--- src/rtl/pms_pkg.sv ---
package pms_pkg;
  typedef enum logic [1:0] {
    ST_PWRDN = 2'd0,
    ST_WAIT  = 2'd1,
    ST_MUTED = 2'd2,
    ST_RUN   = 2'd3
  } pms_state_e;
endpackage

--- src/rtl/pms_sync.sv ---
module pms_sync #(
  parameter int unsigned W = 1
) (
  input  logic         clk_i,
  input  logic         rst_ni,
  input  logic [W-1:0] d_i,
  output logic [W-1:0] q_o
);
  logic [W-1:0] s1_q, s2_q;

  always_ff @(posedge clk_i or negedge rst_ni) begin
    if (!rst_ni) begin
      s1_q <= '0;
      s2_q <= '0;
    end else begin
      s1_q <= d_i;
      s2_q <= s1_q;
    end
  end

  assign q_o = s2_q;
endmodule

--- src/rtl/pms_activity.sv ---
module pms_activity #(
  parameter int unsigned IDLE_CYC = 16,
  localparam int unsigned CW = $clog2(IDLE_CYC + 1)
) (
  input  logic clk_i,
  input  logic rst_ni,
  input  logic lvl_i,
  output logic active_o,
  output logic stopped_low_o
);
  logic          prev_q;
  logic [CW-1:0] idle_q;
  logic          edge_seen;

  assign edge_seen = lvl_i ^ prev_q;

  always_ff @(posedge clk_i or negedge rst_ni) begin
    if (!rst_ni) begin
      prev_q <= 1'b0;
      idle_q <= CW'(IDLE_CYC);   // idle until an edge is seen
    end else begin
      prev_q <= lvl_i;
      if (edge_seen)                     idle_q <= '0;
      else if (idle_q != CW'(IDLE_CYC))  idle_q <= idle_q + 1'b1;
    end
  end

  assign active_o      = (idle_q != CW'(IDLE_CYC));
  assign stopped_low_o = !active_o && !prev_q;
endmodule

--- src/rtl/pms_timer.sv ---
module pms_timer #(
  parameter int unsigned LIMIT = 40,
  localparam int unsigned CW = $clog2(LIMIT + 1)
) (
  input  logic clk_i,
  input  logic rst_ni,
  input  logic clr_i,
  input  logic en_i,
  output logic expire_o
);
  logic [CW-1:0] cnt_q;

  always_ff @(posedge clk_i or negedge rst_ni) begin
    if (!rst_ni)                                 cnt_q <= '0;
    else if (clr_i)                              cnt_q <= '0;
    else if (en_i && cnt_q != CW'(LIMIT - 1))    cnt_q <= cnt_q + 1'b1;
  end

  assign expire_o = en_i && (cnt_q == CW'(LIMIT - 1));
endmodule

--- src/rtl/pms_fsm.sv ---
module pms_fsm
  import pms_pkg::*;
(
  input  logic       clk_i,
  input  logic       rst_ni,
  input  logic       req_i,
  input  logic       release_ok_i,
  input  logic       entry_exp_i,
  input  logic       mute_exp_i,
  output pms_state_e state_o,
  output logic       mute_o
);
  pms_state_e state_q, state_d, ret_q, ret_d;

  always_comb begin
    state_d = state_q;
    ret_d   = ret_q;
    unique case (state_q)
      ST_PWRDN: if (release_ok_i && !req_i) state_d = ST_MUTED;
      ST_MUTED: begin
        if (req_i) begin
          state_d = ST_WAIT;
          ret_d   = ST_MUTED;
        end else if (mute_exp_i) begin
          state_d = ST_RUN;
        end
      end
      ST_RUN: begin
        if (req_i) begin
          state_d = ST_WAIT;
          ret_d   = ST_RUN;
        end
      end
      ST_WAIT: begin
        if (!req_i)          state_d = ret_q;
        else if (entry_exp_i) state_d = ST_PWRDN;
      end
      default: state_d = ST_PWRDN;
    endcase
  end

  always_ff @(posedge clk_i or negedge rst_ni) begin
    if (!rst_ni) begin
      state_q <= ST_PWRDN;
      ret_q   <= ST_MUTED;
    end else begin
      state_q <= state_d;
      ret_q   <= ret_d;
    end
  end

  assign state_o = state_q;
  assign mute_o  = (state_q == ST_PWRDN) || (state_q == ST_MUTED) ||
                   ((state_q == ST_WAIT) && (ret_q == ST_MUTED));
endmodule

--- src/rtl/pwr_mute_seq.sv ---
module pwr_mute_seq
  import pms_pkg::*;
#(
  parameter int unsigned ENTRY_CYC     = 600,
  parameter int unsigned MUTE_CYC      = 200000,
  parameter int unsigned BCLK_IDLE_CYC = 320,
  parameter int unsigned FS_IDLE_CYC   = 2600
) (
  input  logic clk_i,
  input  logic rst_ni,
  input  logic pdn_ni,
  input  logic bclk_i,
  input  logic fs_i,
  input  logic mute_ni,
  output logic pwrdn_o,
  output logic mute_o,
  output logic dac_zero_o,
  output logic ana_hiz_o,
  output logic dx_force_low_o
);
  localparam int unsigned NSYNC = 4;

  logic [NSYNC-1:0] raw_in, syn;
  logic pdn_n_s, bclk_s, fs_s, mute_n_s;
  logic bclk_act, bclk_low_stop, fs_act, fs_low_stop_unused;
  logic pd_req, release_ok;
  logic entry_exp, mute_exp;
  logic seq_mute;
  pms_state_e state;

  assign raw_in = {mute_ni, fs_i, bclk_i, pdn_ni};

  pms_sync #(.W(NSYNC)) u_sync (
    .clk_i(clk_i), .rst_ni(rst_ni), .d_i(raw_in), .q_o(syn)
  );

  assign {mute_n_s, fs_s, bclk_s, pdn_n_s} = syn;

  pms_activity #(.IDLE_CYC(BCLK_IDLE_CYC)) u_bclk_act (
    .clk_i(clk_i), .rst_ni(rst_ni), .lvl_i(bclk_s),
    .active_o(bclk_act), .stopped_low_o(bclk_low_stop)
  );

  pms_activity #(.IDLE_CYC(FS_IDLE_CYC)) u_fs_act (
    .clk_i(clk_i), .rst_ni(rst_ni), .lvl_i(fs_s),
    .active_o(fs_act), .stopped_low_o(fs_low_stop_unused)
  );

  // a bit clock parked high is not a request
  assign pd_req     = !pdn_n_s || bclk_low_stop;
  assign release_ok = pdn_n_s && bclk_act && fs_act;

  pms_timer #(.LIMIT(ENTRY_CYC)) u_entry_tmr (
    .clk_i(clk_i), .rst_ni(rst_ni),
    .clr_i(state != ST_WAIT), .en_i(state == ST_WAIT),
    .expire_o(entry_exp)
  );

  // held, not cleared, across an aborted entry from the muted state
  pms_timer #(.LIMIT(MUTE_CYC)) u_mute_tmr (
    .clk_i(clk_i), .rst_ni(rst_ni),
    .clr_i(state == ST_PWRDN), .en_i(state == ST_MUTED),
    .expire_o(mute_exp)
  );

  pms_fsm u_fsm (
    .clk_i(clk_i), .rst_ni(rst_ni),
    .req_i(pd_req), .release_ok_i(release_ok),
    .entry_exp_i(entry_exp), .mute_exp_i(mute_exp),
    .state_o(state), .mute_o(seq_mute)
  );

  assign pwrdn_o        = (state == ST_PWRDN);
  assign mute_o         = seq_mute;
  assign dac_zero_o     = seq_mute || !mute_n_s;
  assign ana_hiz_o      = pwrdn_o;
  assign dx_force_low_o = pwrdn_o;
endmodule

--- config.mk ---
export PLATFORM = sky130hd
export DESIGN_NAME = pwr_mute_seq
export DESIGN_NICKNAME = d
export VERILOG_FILES = /design/src/rtl/pms_pkg.sv /design/src/rtl/pms_sync.sv /design/src/rtl/pms_activity.sv /design/src/rtl/pms_timer.sv /design/src/rtl/pms_fsm.sv /design/src/rtl/pwr_mute_seq.sv
export SDC_FILE = /design/constraint.sdc
export NUM_CORES = 1
export LEC_CHECK = 0
export ABC_AREA = 1
export CORE_MARGIN = 4
export CORE_UTILIZATION = 60
export CTS_CLUSTER_DIAMETER = 100
export DETAILED_ROUTE_END_ITERATION = 6
export GPL_TIMING_DRIVEN = 0
export HOLD_SLACK_MARGIN = 0.08
export PLACE_DENSITY_LB_ADDON = 0.08
export RECOVER_POWER = 50
export REMOVE_ABC_BUFFERS = 1
export SYNTH_ARGS = -nofsm -noshare
export SYNTH_HDL_FRONTEND = slang
export SYNTH_SLANG_ARGS = --single-unit
--- constraint.sdc ---
create_clock -name clk_i -period 4.8 [get_ports clk_i]
set_clock_uncertainty 0.05 [all_clocks]
set_input_delay 1.44 -clock clk_i [delete_from_list [all_inputs] [get_ports clk_i]]
set_output_delay 1.44 -clock clk_i [all_outputs]
set_load 0.02 [all_outputs]
Word level (Yosys, flattened, before mapping)
Cells that the tools add are included.
{ "word_totals": {"regBits": 63, "inputBits": 6, "word_cells": 76} }
{ "classes": {"eq_ne": 16, "muxes": 18, "bitwise_logic": 2, "n_reduce_logical": 26, "add_sub_neg": 4} }
{ "op_table": {"columns": ["op", "n"], "rows": [
  ["$mux 18", 2],
  ["$mux 12", 2],
  ["$mux 10", 2],
  ["$add 18x1->18 const B", 1],
  ["$eq 18x18->1 const B", 1],
  ["$mux 9", 2],
  ["$ne 18x18->1 const B", 1],
  ["$mux 2", 8],
  ["$add 12x1->12 const B", 1],
  ["$ne 12x12->1 const B", 1],
  ["$add 10x1->10 const B", 1],
  ["$eq 10x10->1 const B", 1],
  ["$ne 10x10->1 const B", 1],
  ["$reduce_bool 2->1", 5],
  ["$add 9x1->9 const B", 1],
  ["$logic_and 1x1->1", 9],
  ["$ne 9x9->1 const B", 1],
  ["$ne 2x1->1 const B", 4],
  ["$pmux 2 s4", 1],
  ["$eq 2x2->1 const B", 3],
  ["$logic_not 1->1", 5],
  ["$logic_or 1x1->1", 4],
  ["$pmux 2 s2", 1],
  ["$reduce_and 4->1", 1],
  ["6 further kinds", 7]
]} }

Depth between registers and ports, before layout
Gate-level depths: netlist of the first run.
{ "depth": {"word_depth": 8, "mapped_depth": 12, "ltp_nobuf": 12} }

Modules after synthesis
From an unflattened synthesis of the first run, not the netlist that was laid out.
{ "unflattened": {"hier_cells": 493, "area_unflattened_um2": 3673.5} }
{ "by_module_without_submodules": {"columns": ["mod", "cells_per_inst", "n_inst", "seq_area_each_um2", "area_each_um2"], "rows": [
  ["pms_timer at u_mute_tmr", 178, 1, 450.4, 1202.4],
  ["pms_activity at u_fs_act", 109, 1, 330.3, 807.0],
  ["pms_timer at u_entry_tmr", 85, 1, 250.2, 631.9],
  ["pms_activity at u_bclk_act", 72, 1, 252.7, 589.3],
  ["pms_sync", 8, 1, 200.2, 200.2],
  ["pms_fsm", 27, 1, 75.1, 180.2],
  ["pwr_mute_seq", 14, 1, 0.0, 62.6]
]} }

Least setup slack after synthesis of the first run
No wires, ideal clock.
{ "synth_timing": {"kind": "flip-flop to output port", "from": "register u_fsm.state_q[0], in the netlist u_fsm.state_o[0]", "to": "output port dx_force_low_o", "path_buffers": 1, "arrival_time_ps": 1171, "required_time_ps": 3310, "stages_incl_launch_ff": 3, "path_slack_ps": 2139, "cell_sequence": "dfrtp_1 > nor2_1 > buf_4"} }
{ "synth_via": {"elab_chain_cells": 1} }
{ "synth_lines": {"columns": ["element", "line", "text"], "rows": [
  ["start: declaration", "pms_fsm.sv:13", "pms_state_e state_q, state_d, ret_q, ret_d;"],
  ["start signal: assignment", "pms_fsm.sv:47", "state_q <= state_d;"],
  ["$logic_not 2->1", "pwr_mute_seq.sv:73", "assign pwrdn_o = (state == ST_PWRDN);"],
  ["end: declaration", "pwr_mute_seq.sv:19", "output logic dx_force_low_o"]
]} }
Every way passes these cells.

Final worst setup path of the first run
Same ends and word-level chain as after synthesis.

==> results of run 1 <==
-- final timing paths --
path,start,cells after the start,to,slack (ps)
worst max register to register,u_fsm.state_o[0]$_DFFE_PN0P_,6,u_mute_tmr.cnt_q[2]$_DFFE_PN0P_,2920
min in group asynchronous,rst_ni,1,u_fs_act.prev_q$_DFF_PN0_,1430
worst max-delay path,u_fsm.state_o[0]$_DFFE_PN0P_,2,dx_force_low_o,1410
worst min-delay path,u_sync.s1_q[1]$_DFF_PN0_,0,u_sync.q_o[1]$_DFF_PN0_,300
max in group asynchronous,rst_ni,2,u_bclk_act.idle_q[8]$_DFFE_PN1P_,2340
worst min register to register,u_sync.s1_q[1]$_DFF_PN0_,0,u_sync.q_o[1]$_DFF_PN0_,300
-- cell usage in the layout, fill, tap and decap left out, types with 2 or more instances in the layout --
master / n
clkbuf_1: 2
ha_1: 6
clkdlybuf4s50_1: 5
dlygate4sd3_1: 4
dfstp_1: 2
nor2_1: 57
inv_1: 60
xnor2_1: 3
nand3_4: 2
xor2_1: 6
a21oi_1: 19
clkbuf_8: 11
nand4_1: 11
clkinv_2: 3
dfrtp_1: 56
inv_2: 2
a31oi_1: 2
nor3_1: 22
o21a_1: 2
nand2_1: 93
o22ai_1: 2
a211oi_1: 3
nand2_4: 2
nand3_1: 20
dfstp_2: 4
o21ai_0: 23
-- stage by stage --
stage	hold WS [ps]	power [uW]
floorplan	281.2	866.7
global placement	284.2	985.7
detailed placement	290.2	999.4
CTS	303.8	1469
global route	318.7	1546
finish	300.9	1459
-- cell type report --
cell class                 count  area, um2
clock buffer                  12      155.1
clock inverter                 4      45.04
fill                         425       1575
inverter                      62      232.7
multi-input combinational    286       1436
sequential                    62       1559
tap                           70      87.58
timing repair buffer          11      113.9
-- kinds of logic after synthesis --
group | after synthesis | synth area share [%]
AO/OA/AOI/OAI | 54 | 8.931
flip-flops | 62 | 47.56
adder cells (fa/ha/maj) | 6 | 2.290
buffers and inverters | 66 | 8.321
XOR/XNOR | 9 | 2.405
AND/OR/NAND/NOR | 217 | 30.50
-- routing by layer --
layer / vias to the layer above / track usage, % / share of wire, %
met5: - / 0 / 0
met4: 0 / 11.13 / 2.3
met3: 12 / 4.386 / 4.3
met2: 67 / 34.89 / 45
met1: 1294 / 29.41 / 49
li1: 1373 / - / -
-- power groups by stage --
stage	Clock [uW]	Sequential [uW]	Combinational, uW
2_1_floorplan	0	617	250
3_3_place_gp	0	627	359
3_5_place_dp	0	628	371
4_1_cts	476	620	373
5_1_grt	499	629	418
6_report	467	621	371
-- sequential cells by signal (all words and copies together) (netlist names) --
signal             cells
u_mute_tmr.cnt_q      18
u_fs_act.idle_q       12
u_entry_tmr.cnt_q     10
u_bclk_act.idle_q      9
u_sync.q_o             4
u_sync.s1_q            4
u_fsm.state_o          2
u_bclk_act.prev_q      1
u_fs_act.prev_q        1
u_fsm.ret_q            1
==> out/metrics.yaml, run 1 <==
final_cell_count_no_fill: 507
p_comb_share_pct: 25.5
clkPwrFrac_pct: 32.0
final_area_um2: 3630
placed_area_um2: 3441
yosysMostFrequentCell: "nand2_1"
fp-row-count: 26
critPathSlowestCell: "clkdlybuf4s50_1"
peakVddDrop_mv: 0.4108
gp_congestion: 0.8827
ys.flop_type: "dfrtp_1"
crit_type: "reg2out"
io_buffers: 10
clockBufferDepth: 2
clk_pin_slew_worst_paths_ps: 70
hpwl_mm: 4.503
final_util_pct: 69.74
synthDistinctLibCells: 36
hold_viol: 0
synth_enable_flop_cells: 0
drv_cap: 1
start_util_pct: 62.98
grt_pass1_wl_mm: 11.34
min_path_type: "reg2reg"
fin_tns_setup_ps: 0
cp_top_family: "buffers and inverters"
vias_per_cell: 5.416
synth_common_cells: "93 x nand2_1, 60 x inv_1, 57 x nor2_1"
top_level_ports: 11
numCtsBuffers: 9
fin_nets: 444
ctsRootBufferMaster: "clkbuf_8"
cp_num_buf_inv: 1
n_antenna_cell: 0
areaGrowthSynthToFinish_pct: 10.73
drt_first_pass_iters: 5
async_flop_share_pct: 100.0
setup_slack_ps: 1407
cts_tree: "done"
path_max_fanout: 8
die_w_um: 81.92
yosysTopAreaCell: "dfrtp_1"
die-area_um2: 6710
postCtsResizedCells: 0
cp_cell_sequence: "nor2_1 -> clkdlybuf4s50_1"
routedWlPerCell_um: 12.74
setup_viol: 0
insertion_delay_ps: 340
drcViolationCount: 0
placed_cells: 491
status: "finished with violations"
grt_overflow_total: 0
synth_warnings: 0
die_h_um: 81.92
cpPeakStageDelay_ps: 710
power.density_nw_per_um2: 401.9
grt_max_degree: 35
grt_pass1_vias: 2635
ys_seq_area_share_pct: 47.56
hold_buffers: 0
p_sw_share_pct: 34.62
power.share.sequential_pct: 42.5
period_needed_ps: 3393
netlist_area_um2: 3278
ys_ff_latch: 62
failed_checks: "capacitance limit, slew limit"
clock_sinks: 62
fin_crit_sh_pct: 70.69
synth.area.top_cells: "dfrtp_1 43%, nand2_1 11%, inv_1 6.9%"
drt_iter0_markers: 178
num_vias: 2746
ant_nets: 0
syn_inst: 414
start_kind: "flip-flop"
required_ps: 3310
tightest_slew_ps: 1559
cts.htree.levels: 3
syn_area_per_cell_um2: 7.918
p_sw_uw: 505.0
fmax_mhz: 294.7
antenna_found_initial: 0
drv_slew: 29
synth_top_area_share_pct: 42.75
internal_power_uw: 953.6
fp.coreArea_um2: 5205
grt_setup_unrepaired: "false"
track_usage_pct: 22.26
dp_slack_ps: 1784
post_cts_buffers: 0
p_leak_uw: 0.001653
wl_mm: 6.458
worstPathArrival_ps: 1900
slew_headroom_pct: -3.933
worst_setup_path_end_kind: "output pin"
drive_above_1_share_pct: 7.323
(Power assumes the default switching activity.)
==> inputs of run 2 (changes only) <==
- clock period: 4.8 -> 3.4 ns (I/O delays scaled with it)
==> out/metrics.yaml, run 2 (synthesis gave the netlist of run 1 again) <==
worstPathArrival_ps: 1900  # about the same
p_comb_share_pct: 25.3  # -0.2 points
hold_viol: 0  # unchanged
grt_setup_unrepaired: "false"
vias_per_cell: 5.381  # -0.66%
numCtsBuffers: 9  # unchanged
insertion_delay_ps: 340  # about the same
largest_reg_flops: 18  # unchanged
period_needed_ps: 2969
status: "finished, final reports clean"
fin_crit_sh_pct: 87.34
setup_viol: 0  # unchanged
start_kind: "flip-flop"
final_area_um2: 3620  # -0.28%
io_buffers: 10  # unchanged
power.density_nw_per_um2: 569.2  # +42%
postCtsResizedCells: 0  # unchanged
critPathSlowestCell: "clkdlybuf4s50_1"
clk_pin_slew_worst_paths_ps: 70  # about the same
seqCellArea_um2: 1559  # unchanged
antenna_found_initial: 0  # unchanged
fp.coreArea_um2: 5205  # unchanged
p_leak_uw: 0.001647  # -0.35%
clockBufferDepth: 2  # unchanged
fin_nets: 444  # unchanged
hold_buffers: 0  # unchanged
p_sw_uw: 715.7  # +42%
cp.depth: 2  # unchanged
drt_first_pass_iters: 5  # unchanged
gp_congestion: 0.8827  # unchanged
final_util_pct: 69.54  # -0.19 points
start_util_pct: 62.98  # unchanged
cp_num_buf_inv: 1  # unchanged
multi_input_area_um2: 1441  # +0.35%
placed_cells: 491  # unchanged
power.share.sequential_pct: 42.5  # about the same
fill_cells: 426  # +0.24%
finalPower_uw: 2060  # +41%
top_regs: "u_mute_tmr.cnt_q x18, u_fs_act.idle_q x12, u_entry_tmr.cnt_q x10"
dr_wl_met3_um: 292  # +5.8%
post_cts_buffers: 0  # unchanged
internal_power_uw: 1345  # +41%
tightest_slew_ps: 1480  # -78.83 ps
ant_nets: 0  # unchanged
setup_slack_ps: 430.6  # -976.3 ps
required_ps: 2330  # -980 ps
grt_pass1_vias: 2635  # unchanged
drcViolationCount: 0  # unchanged
drt-met1-wl_mm: 3.120  # -0.45%
path_max_fanout: 8  # unchanged
dp_slack_ps: 804.1  # -980.0 ps
n_antenna_cell: 0  # unchanged
peakVddDrop_mv: 0.5830  # +42%
final_common_cell: "nand2_1"
clock_sinks: 62  # unchanged
cp_cell_sequence: "nor2_1 -> clkdlybuf4s50_1"
crit_type: "reg2out"
grt_pass1_wl_mm: 11.34  # unchanged
top_register: "u_mute_tmr.cnt_q"
wl_mm: 6.465  # +0.11%
track_usage_pct: 22.26  # unchanged
cpPeakStageDelay_ps: 700  # about the same
drv_cap: 0  # -1
grt_overflow_total: 0  # unchanged
placed_area_um2: 3441  # unchanged
p_sw_share_pct: 34.74  # +0.12 points
fmax_mhz: 336.8
slew_headroom_pct: 1.322  # +5.3 points
min_path_type: "reg2reg"
worst_setup_path_end_kind: "output pin"
top_layer: "met4"
cp_top_family: "buffers and inverters"
drive_above_1_share_pct: 8.009  # +0.69 points
fp-row-count: 26  # unchanged
areaGrowthSynthToFinish_pct: 10.42
top_level_ports: 11  # unchanged
cts_tree: "done"
die_h_um: 81.92  # unchanged
num_vias: 2728  # -0.66%
drv_slew: 0  # -100%
hpwl_mm: 4.503  # unchanged
die_w_um: 81.92  # unchanged
wl_met2_mm: 2.902  # +0.17%
drt_iter0_markers: 191  # +7.3%
reg2regPathDepth: 6  # unchanged
ctsRootBufferMaster: "clkbuf_8"
grt_max_degree: 35  # unchanged
clkPwrFrac_pct: 32.2  # +0.2 points
cts.htree.levels: 3  # unchanged
worstHoldPathCells: 0  # unchanged
layout_common_cells: "93 x nand2_1, 60 x inv_1, 57 x nor2_1, 56 x dfrtp_1, 23 x o21ai_0"
routedWlPerCell_um: 12.75  # +0.11%
final_cell_count_no_fill: 507  # unchanged
die-area_um2: 6710  # unchanged
==> run 2: cell count changes in the layout (fill, tap and decap cells not counted) <==
cell,delta
buf_12,-1
nor3_1,-1
dfstp_2,+2
dfstp_1,-2
clkbuf_2,+1
nor3_2,+1
==> run 2: path summary, 6_finish.rpt <==
| check | start | end | slack [ps] |
|---|---|---|---|
| setup reg to reg | u_fsm.state_o[0]$_DFFE_PN0P_ | u_mute_tmr.cnt_q[2]$_DFFE_PN0P_ | 1530 |
| min in group asynchronous | rst_ni | u_fs_act.idle_q[10]$_DFFE_PN0P_ | 980 |
| hold / removal | u_sync.s1_q[1]$_DFF_PN0_ | u_sync.q_o[1]$_DFF_PN0_ | 300 |
| setup / recovery | u_fsm.state_o[0]$_DFFE_PN0P_ | dx_force_low_o | 430 |
| hold reg to reg | u_sync.s1_q[1]$_DFF_PN0_ | u_sync.q_o[1]$_DFF_PN0_ | 300 |
| max in group asynchronous | rst_ni | u_mute_tmr.cnt_q[11]$_DFFE_PN0P_ | 810 |
==> run 2: final cells by class <==
cell class                 count  share of cell area [%]
clock buffer                  12                   4.286
sequential                    62                   43.07
clock inverter                 4                   1.244
multi-input combinational    286                   39.82
inverter                      62                   6.429
timing repair buffer          11                   2.731
tap                           70                   2.420
==> run 2: stage by stage <==
stage / hold slack (ps) / setup TNS [ps]
after floorplan: 281.2 / 0
after global routing: 318.7 / 0
after CTS: 303.8 / 0
after global placement: 284.2 / -38350
final: 301.2 / 0
after detailed placement: 290.2 / 0
==> run 2: power groups by stage <==
stage          clock [uW]  sequential (uW)  combinational [uW]
2_1_floorplan           0              871                 352
3_3_place_gp            0              885                 507
3_5_place_dp            0              887                 524
4_1_cts               672              875                 526
5_1_grt               704              889                 587
6_report              663              876                 522
==> run 2: routing by layer <==
metal / global-route usage, % / up-vias
li1: - / 1372
met1: 29.41 / 1274
met2: 34.89 / 69
met3: 4.386 / 13
met4: 11.13 / 0
met5: 0 / -
==> inputs of run 3 (changes only) <==
- CORE_ASPECT_RATIO: default -> 1.2
- CTS_CLUSTER_DIAMETER: 100 -> default
==> out/metrics.yaml, run 3 (synthesis gave the netlist of run 1 again) <==
hold_viol: 0  # unchanged
critPathSlowestCell: "clkdlybuf4s50_1"
antenna_found_initial: 0  # unchanged
power.density_nw_per_um2: 575.6  # +1.1%
die_h_um: 88.97  # +8.6%
setup_viol: 0  # unchanged
numCtsBuffers: 9  # unchanged
cpPeakStageDelay_ps: 710  # about the same
start_util_pct: 61.88  # -1.1 points
start_kind: "flip-flop"
reg2regPathDepth: 6  # unchanged
dp_slack_ps: 784.6  # -19.53 ps
crit_type: "reg2out"
n_antenna_cell: 0  # unchanged
die_w_um: 75.48  # -7.9%
final_cell_count_no_fill: 499  # -1.6%
grt_setup_unrepaired: "false"
fp-row-count: 29  # +12%
layout_common_cells: "93 x nand2_1, 60 x inv_1, 57 x nor2_1, 56 x dfrtp_1, 23 x o21ai_0"
min_path_type: "reg2reg"
wl_mm: 6.407  # -0.90%
fmax_mhz: 335.1  # -0.49%
drv_cap: 0  # unchanged
worst_setup_path_end_kind: "output pin"
fill_cells: 446  # +4.7%
cp_num_buf_inv: 1  # unchanged
slew_headroom_pct: 14.91  # +14 points
postCtsResizedCells: 0  # unchanged
cts_tree: "done"
grt_max_degree: 39  # +11%
path_max_fanout: 8  # unchanged
largest_reg_flops: 18  # unchanged
fin_nets: 444  # unchanged
clk_pin_slew_worst_paths_ps: 70  # about the same
busiest_layer: "met2"
vias_per_cell: 5.405  # +0.45%
worstHoldPathCells: 0  # unchanged
track_usage_pct: 22.14  # -0.12 points
hold_buffers: 0  # unchanged
grt_overflow_total: 0  # unchanged
hold_start: "u_sync.s1_q[3]$_DFF_PN0_"
insertion_delay_ps: 340  # about the same
grt_pass1_wl_mm: 11.34  # about the same
clock_sinks: 62  # unchanged
fp.coreArea_um2: 5298  # +1.8%
setup_slack_ps: 415.9  # -14.68 ps
fin_crit_sh_pct: 87.77  # +0.43 points
hpwl_mm: 4.496  # -0.15%
io_buffers: 10  # unchanged
p_leak_uw: 0.001647  # about the same
gp_congestion: 0.9143  # +3.6%
seqCellArea_um2: 1559  # unchanged
status: "finished, final reports clean"
grt_use_met2_pct: 36.61  # +1.7 points
min_to: "u_sync.q_o[3]$_DFF_PN0_"
post_cts_buffers: 0  # unchanged
rr_endpoint: "u_mute_tmr.cnt_q[2]$_DFFE_PN0P_"
peakVddDrop_mv: 0.3699  # -37%
final_common_cell: "nand2_1"
required_ps: 2330  # about the same
areaGrowthSynthToFinish_pct: 10.61
placed_cells: 483  # -1.6%
drv_slew: 0  # unchanged
cp_cell_sequence: "nor2_1 -> clkdlybuf4s50_1"
period_needed_ps: 2984  # +14.68 ps
grt_pass1_vias: 2619  # -0.61%
multi_input_area_um2: 1446  # +0.35%
ctsRootBufferMaster: "clkbuf_8"
top_regs: "u_mute_tmr.cnt_q x18, u_fs_act.idle_q x12, u_entry_tmr.cnt_q x10"
drt_iter0_markers: 134  # -30%
cp_top_family: "buffers and inverters"
top_register: "u_mute_tmr.cnt_q"
top_level_ports: 11  # unchanged
worstPathArrival_ps: 1910  # about the same
tightest_slew_ps: 1276  # -203.8 ps
routedWlPerCell_um: 12.84  # +0.69%
ant_nets: 0  # unchanged
drcViolationCount: 0  # unchanged
die-area_um2: 6715  # about the same
cts.htree.levels: 3  # unchanged
drt_first_pass_iters: 6  # +1
clockBufferDepth: 2  # unchanged
globalRouteMet3Util_pct: 4.949  # +0.56 points
num_vias: 2697  # -1.1%
drive_above_1_share_pct: 8.238  # +0.23 points
r2r_start: "u_fsm.state_o[0]$_DFFE_PN0P_"
r2r_slack_ps: 1520  # about the same
grtUsageMet1_pct: 28.24  # -1.2 points
run 3: cell count changes in the layout (fill, tap and decap cells not counted), sizes merged:
| cell | before | now |
|---|---|---|
| clkinv | 3 | 1 |
| clkinvlp | 0 | 1 |
| clkbuf | 14 | 15 |
run 3: cell type report:
type,count,area share (%)
Clock buffer,13,4.658
Clock inverter,3,1.173
Multi-Input combinational cell,286,39.89
Sequential cell,62,43.00
Inverter,62,6.418
Tap cell,62,2.139
Timing Repair Buffer,11,2.726
run 3: metal layers:
metal	share of wire [%]	vias to the layer above	wire, um
met5	0	-	0
met4	1.2	0	80
met3	3.8	9	241
met2	49	54	3152
met1	46	1267	2934
li1	-	1367	-
run 3: how the worst max path moves through the flow:
| stage | startpoint | to | slack [ps] | cells past startpoint |
|---|---|---|---|---|
| 5_1_grt | u_fsm.state_o[0]$_DFFE_PN0P_ | dx_force_low_o | 260 | 2 |
| 4_1_cts | u_fsm.state_o[0]$_DFFE_PN0P_ | ana_hiz_o | 410 | 2 |
| 2_1_floorplan | u_fsm.state_o[0]$_DFFE_PN0P_ | ana_hiz_o | 990 | 1 |
| 6_report | u_fsm.state_o[0]$_DFFE_PN0P_ | ana_hiz_o | 420 | 2 |
| 3_3_place_gp | rst_ni | u_entry_tmr.cnt_q[3]$_DFFE_PN0P_ | -660 | 1 |
| 3_5_place_dp | u_fsm.state_o[0]$_DFFE_PN0P_ | ana_hiz_o | 780 | 2 |
run 3: metrics by stage:
stage                     setup TNS (ps)  util, %  cell area, um2  hold WS, ps  total power [uW]
after floorplan                        0        -            3238        281.2              1224
after global placement            -36920    64.48            3416        285.2              1393
after detailed placement               0    64.76            3431        288.9              1413
after CTS                              0    68.75            3642        304.7              2105
after global routing                   0    68.45            3626        308.8              2216
final                                  0    68.45            3626        302.7              2087
run 3: power breakdown:
group	internal [uW]	switching [uW]
Combinational	165	363
Clock	398	287
Sequential	804	70.0
